**src/rtl/lru_pkg.sv**
```systemverilog
package lru_pkg;

    // Largest frame count the tracker is sized for.
    localparam int LRU_MAX_FRAMES = 8;

    // Bit position of column `col` inside a row vector: column 0 is the MSB.
    function automatic int col_pos(input int n, input int col);
        return n - 1 - col;
    endfunction

    // Width of a frame index, never below one bit.
    function automatic int idx_width(input int n);
        return (n > 1) ? $clog2(n) : 1;
    endfunction

endpackage

```
**src/rtl/lru_row_update.sv**
```systemverilog
module lru_row_update #(
    parameter int NUM_FRAMES = 4,
    parameter int ROW_ID     = 0,
    localparam int IDX_W     = lru_pkg::idx_width(NUM_FRAMES)
) (
    input  logic                  hit_valid,
    input  logic [IDX_W-1:0]      hit_idx,
    input  logic [NUM_FRAMES-1:0] row_cur,
    output logic [NUM_FRAMES-1:0] row_nxt
);

    localparam logic [IDX_W-1:0] ROW_SEL = IDX_W'(ROW_ID);

    // Row set first, column clear second, so the diagonal ends at zero.
    always_comb begin
        row_nxt = row_cur;
        if (hit_valid) begin
            if (hit_idx == ROW_SEL) begin
                row_nxt = '1;
            end
            for (int c = 0; c < NUM_FRAMES; c++) begin
                if (hit_idx == IDX_W'(c)) begin
                    row_nxt[lru_pkg::col_pos(NUM_FRAMES, c)] = 1'b0;
                end
            end
        end
    end

endmodule

```
**src/rtl/lru_matrix_store.sv**
```systemverilog
module lru_matrix_store #(
    parameter int NUM_FRAMES = 4,
    localparam int IDX_W     = lru_pkg::idx_width(NUM_FRAMES)
) (
    input  logic                                  clk,
    input  logic                                  rst_n,
    input  logic                                  clear,
    input  logic                                  ref_valid,
    input  logic [IDX_W-1:0]                      ref_idx,
    output logic [NUM_FRAMES-1:0][NUM_FRAMES-1:0] rows_q
);

    typedef enum logic [1:0] {
        OP_HOLD   = 2'd0,
        OP_UPDATE = 2'd1,
        OP_WIPE   = 2'd2
    } op_e;

    op_e op;

    // Operation decode: wipe beats update, update beats hold.
    always_comb begin
        if (clear) begin
            op = OP_WIPE;
        end else if (ref_valid) begin
            op = OP_UPDATE;
        end else begin
            op = OP_HOLD;
        end
    end

    logic [NUM_FRAMES-1:0][NUM_FRAMES-1:0] rows_d;

    for (genvar r = 0; r < NUM_FRAMES; r++) begin : g_row
        logic [NUM_FRAMES-1:0] row_upd;

        lru_row_update #(
            .NUM_FRAMES (NUM_FRAMES),
            .ROW_ID     (r)
        ) u_row_update (
            .hit_valid (op == OP_UPDATE),
            .hit_idx   (ref_idx),
            .row_cur   (rows_q[r]),
            .row_nxt   (row_upd)
        );

        always_comb begin
            unique case (op)
                OP_WIPE:   rows_d[r] = '0;
                OP_UPDATE: rows_d[r] = row_upd;
                default:   rows_d[r] = rows_q[r];
            endcase
        end

        always_ff @(posedge clk or negedge rst_n) begin
            if (!rst_n) begin
                rows_q[r] <= '0;
            end else begin
                rows_q[r] <= rows_d[r];
            end
        end
    end

endmodule

```
**src/rtl/lru_min_search.sv**
```systemverilog
module lru_min_search #(
    parameter int NUM_FRAMES = 4,
    localparam int IDX_W     = lru_pkg::idx_width(NUM_FRAMES)
) (
    input  logic [NUM_FRAMES-1:0][NUM_FRAMES-1:0] rows,
    output logic [IDX_W-1:0]                      min_idx
);

    logic [NUM_FRAMES-1:0] best_val;

    // Strict less-than keeps the earliest (lowest) index on a tie.
    always_comb begin
        best_val = rows[0];
        min_idx  = '0;
        for (int r = 1; r < NUM_FRAMES; r++) begin
            if (rows[r] < best_val) begin
                best_val = rows[r];
                min_idx  = IDX_W'(r);
            end
        end
    end

endmodule

```
**src/rtl/lru_matrix_tracker.sv**
```systemverilog
module lru_matrix_tracker #(
    parameter int NUM_FRAMES = 4,
    localparam int IDX_W     = lru_pkg::idx_width(NUM_FRAMES)
) (
    input  logic             clk,
    input  logic             rst_n,
    input  logic             clear,
    input  logic             ref_valid,
    input  logic [IDX_W-1:0] ref_idx,
    output logic [IDX_W-1:0] victim_idx
);

    logic [NUM_FRAMES-1:0][NUM_FRAMES-1:0] rows_q;
    logic [NUM_FRAMES*NUM_FRAMES-1:0]      mat_flat;

    lru_matrix_store #(
        .NUM_FRAMES (NUM_FRAMES)
    ) u_store (
        .clk       (clk),
        .rst_n     (rst_n),
        .clear     (clear),
        .ref_valid (ref_valid),
        .ref_idx   (ref_idx),
        .rows_q    (rows_q)
    );

    lru_min_search #(
        .NUM_FRAMES (NUM_FRAMES)
    ) u_search (
        .rows    (rows_q),
        .min_idx (victim_idx)
    );

    // Row r occupies bits [r*NUM_FRAMES +: NUM_FRAMES].
    assign mat_flat = rows_q;

endmodule

```
**config.mk**
```make
export PLATFORM = sky130hd
export DESIGN_NAME = lru_matrix_tracker
export DESIGN_NICKNAME = d
export VERILOG_FILES = /design/src/rtl/lru_pkg.sv /design/src/rtl/lru_row_update.sv /design/src/rtl/lru_matrix_store.sv /design/src/rtl/lru_min_search.sv /design/src/rtl/lru_matrix_tracker.sv
export SDC_FILE = /design/constraint.sdc
export NUM_CORES = 1
export LEC_CHECK = 0
export BUFFER_PORTS_ARGS = -buffer_cell sky130_fd_sc_hd__buf_2
export CAP_MARGIN = 0
export CORE_AREA = 3 3 48 82
export CTS_BUF_LIST = sky130_fd_sc_hd__clkbuf_4 sky130_fd_sc_hd__clkbuf_8
export DETAILED_ROUTE_END_ITERATION = 10
export DIE_AREA = 0 0 51 85
export GPL_TIMING_DRIVEN = 1
export SETUP_SLACK_MARGIN = 0.05
export SYNTH_ARGS = -nofsm -noshare
export SYNTH_HDL_FRONTEND = slang
export SYNTH_HIERARCHICAL = 1
export SYNTH_SLANG_ARGS = --single-unit
```
**constraint.sdc**
```tcl
create_clock -name clk -period 3.7 [get_ports clk]
set_input_delay 0 -clock clk [delete_from_list [all_inputs] [get_ports clk]]
set_output_delay 0 -clock clk [all_outputs]
set_load 0.01 [all_outputs]
```
==> impl_metrics.yaml <==
clock_tree:
  cts_tree: "built"
  cts-root-buf: "clkbuf_8"
  htreeDepth: 1
  cts_made_buffers: 3
  clock-sinks: 16
  cts.clk_slew.worst_paths_ps: 60
  clock_path_buffers: 2
  clk_latency_ps: 250
critical_path:
  crit_slowest_cell: "or4_4"
  crit_chain: "inv_1 -> ha_1 -> a21o_1 -> a21oi_2 -> and2b_2 -> mux2i_2 -> ha_1 -> a21oi_2 -> o21ai_1 -> o22ai_2 -> mux2_4 -> ha_4 -> or4_4 -> a21oi_2 -> or3_1 -> buf_2"
  cp.required_ps: 3700
  path_common_cell: "a21oi_2"
  critPathKind: "flop to output pin"
  crit_buf_inv: 2
  critical_path_arrival_ps: 3820
  crit_fanout: 2
  slowest_delay_ps: 510
  cp-start-kind: "flop"
  cpLargestDelayFamily: "compound AO/OA/AOI/OAI gates"
  endpoint_kind: "output pin"
synthesis:
  synth_top_family_by_area: "simple AND/OR/NAND/NOR gates"
  synth_compound_area_share_pct: 14.9
  synth_edf_count: 0
  synthArstFlopShare_pct: 100
  ys_warn_count: 6
  synth-main-ff-cell: "dfrtp_1"
  synthMuxAreaShare_pct: 16.2
  syn-instance-count: 148
  yosys.area.top_type: "dfrtp_1"
  synthDistinctLibCells: 35
  yosys.area_share.simple_pct: 21.1
  synth_xor_area_share_pct: 0
  yosys.area_share.adder_pct: 10.5
  syn_area_sq_um: 1310
  synthTopCellsByArea: "dfrtp_1 31%, mux2i_1 14%, ha_1 10%"
  syn_nets: 165
  yosysSeqAreaShare_pct: 30.5
  synth_area_per_cell_sq_um: 8.87
  ys_ff_latch: 16
  synth_top_area_share_pct: 30.5
cells_and_area:
  antenna_cells: 0
  multi_input_area_sq_um: 916
  ff_latch_area_sq_um: 402
  area_delta_synth_final_pct: 23.0
  final_area_sq_um: 1610
  largest_reg_flops: 16
  fillers: 342
  layout-drive-gt1-share_pct: 30.2
  layout_commonest_cell: "nor2_1"
  top_register: "u_store/rows_q"
  final_nets: 188
  top_regs: "u_store/rows_q: 16 flops"
  mostFrequentLayoutCells: "22 x nor2_1, 17 x mux2i_1, 15 x dfrtp_1, 14 x buf_4, 13 x inv_1"
power_and_ir_drop:
  ir_drop_mv: 0.171
  pwr_density_cell_nw_per_um2: 251
  totalPowerFinal_uw: 405
  power.leakage_uw: 0.000808
outcome:
  violations: "negative setup slack"
  status: "finished, violations left"
timing:
  clock_skew_ps: 0
  fin_crit_sh_pct: 103
  fmax_mhz: 261
  worst_slack_ps: -125
  final-setup-viol-count: 2
  fin_crit_ps: 3820
  slew_viol_final: 0
  hold_viol: 0
  tightest_slew_ps: 480
  relSlewSlack_pct: 68.0
  fin_hold_ws_ps: 133
  rsz0062_at_grt: "yes"
floorplan:
  row_count: 28
  io_pins: 8
  die_h_um: 85
  fp.dieW_um: 51
  dieArea_sq_um: 4340
  core-area_sq_um: 3400
  start_util_pct: 38.6
drt:
  first_pass_iters: 4
  vias: 1085
  drt_iter0_drc: 14
  wl_per_cell_um: 13.9
  vias_per_cell: 5.07
  postRouteAntennaNets: 0
  route.detailed.drc: 0
  wl_um: 2970
job:
  timing.max_cap.violations: 0
place:
  gp_congestion: 0.816
  placed_cell_area_sq_um: 1400
  preCtsSetupSlack_ps: -44.9
  io_buffers: 7
  hpwl_um: 2160
grt:
  grt_antenna_before_repair: 0
  grtUsageTotal_pct: 15.3
  grt_max_degree: 18
  grt_pass1_wl_um: 5030
  grt_pass1_vias: 1130
  grt-ovfl-total: 0
min_path:
  hp-class: "input port to flop"
[layer usage]
| metal | up-vias | routed length (um) | track usage [%] |
|---|---|---|---|
| met1 | 516 | 1200 | 16.5 |
| li1 | 547 | - | - |
| met5 | - | 0 | 0 |
| met3 | 6 | 50 | 2.28 |
| met2 | 16 | 1640 | 27.5 |
| met4 | 0 | 81 | 8.09 |
[layout make-up]
type | count | share of cell area [%]
clock buffers | 3 | 2.56
multi-input cells | 115 | 56.7
repair buffers | 22 | 9.30
flip-flops and latches | 16 | 24.9
inverters | 13 | 3.02
well taps | 45 | 3.49
[path summary, 6_finish.rpt]
kind	slack (ps)	start	end	depth (start not counted)
worst max-delay path	-120	u_store/rows_q[2]	victim_idx[1]	16
min in group asynchronous	190	rst_n	u_store/rows_q[1]	2
worst max register to register	2580	u_store/rows_q[15]	u_store/rows_q[15]	4
worst min register to register	580	u_store/rows_q[12]	u_store/rows_q[12]	2
max in group asynchronous	3220	rst_n	u_store/rows_q[5]	2
worst min-delay path	130	clear	u_store/rows_q[8]	2
[worst register-to-register path: stages (launching register included)]
cell	delay, ps
dfrtp_1	420
a21o_1	170
a22o_1	220
mux2i_1	120
nor2_1	60
[logic make-up after synthesis]
logic type | Yosys count
buf+inv | 17
mux | 21
simple gates | 53
fa+ha+maj | 11
compound gates | 30
flops | 16
[power by group]
| group | leakage (uW) | switching [uW] | internal (uW) | total [uW] |
|---|---|---|---|---|
| Combinational | 0.000566 | 48.5 | 45.8 | 94.3 |
| Sequential | 0.000221 | 3.85 | 178 | 182 |
| Clock | 0.0000216 | 56.6 | 72.1 | 129 |
| Total | 0.000808 | 109 | 296 | 405 |
[Yosys cell counts (3+ instances only)]
library cell	instances
mux2i_1	19
nor2b_1	3
o21ai_0	7
nand2_1	11
ha_1	11
a21oi_1	9
inv_1	13
nor2_1	22
a21o_1	5
dfrtp_1	16
[stage by stage]
| stage | setup TNS (ps) | utilization, % | cells |
|---|---|---|---|
| after global placement | 0 | 41.2 | 201 |
| after global routing | -687 | 47.5 | 214 |
| after CTS | -204 | 45.8 | 210 |
| after floorplan | 0 | - | 148 |
| after detailed placement | -86.8 | 41.2 | 201 |
| final | -222 | 47.5 | 214 |
[what timing repair did]
action                                 4_1_cts  5_1_grt
gates resized for setup                     17        5
buffers inserted                             5        4
hold buffers                                 1        0
setup endpoints to repair                    2        2
endpoints found under the hold margin       16        0
pin swaps                                   11        5
Note: power is estimated with default switching activity, not from simulation.
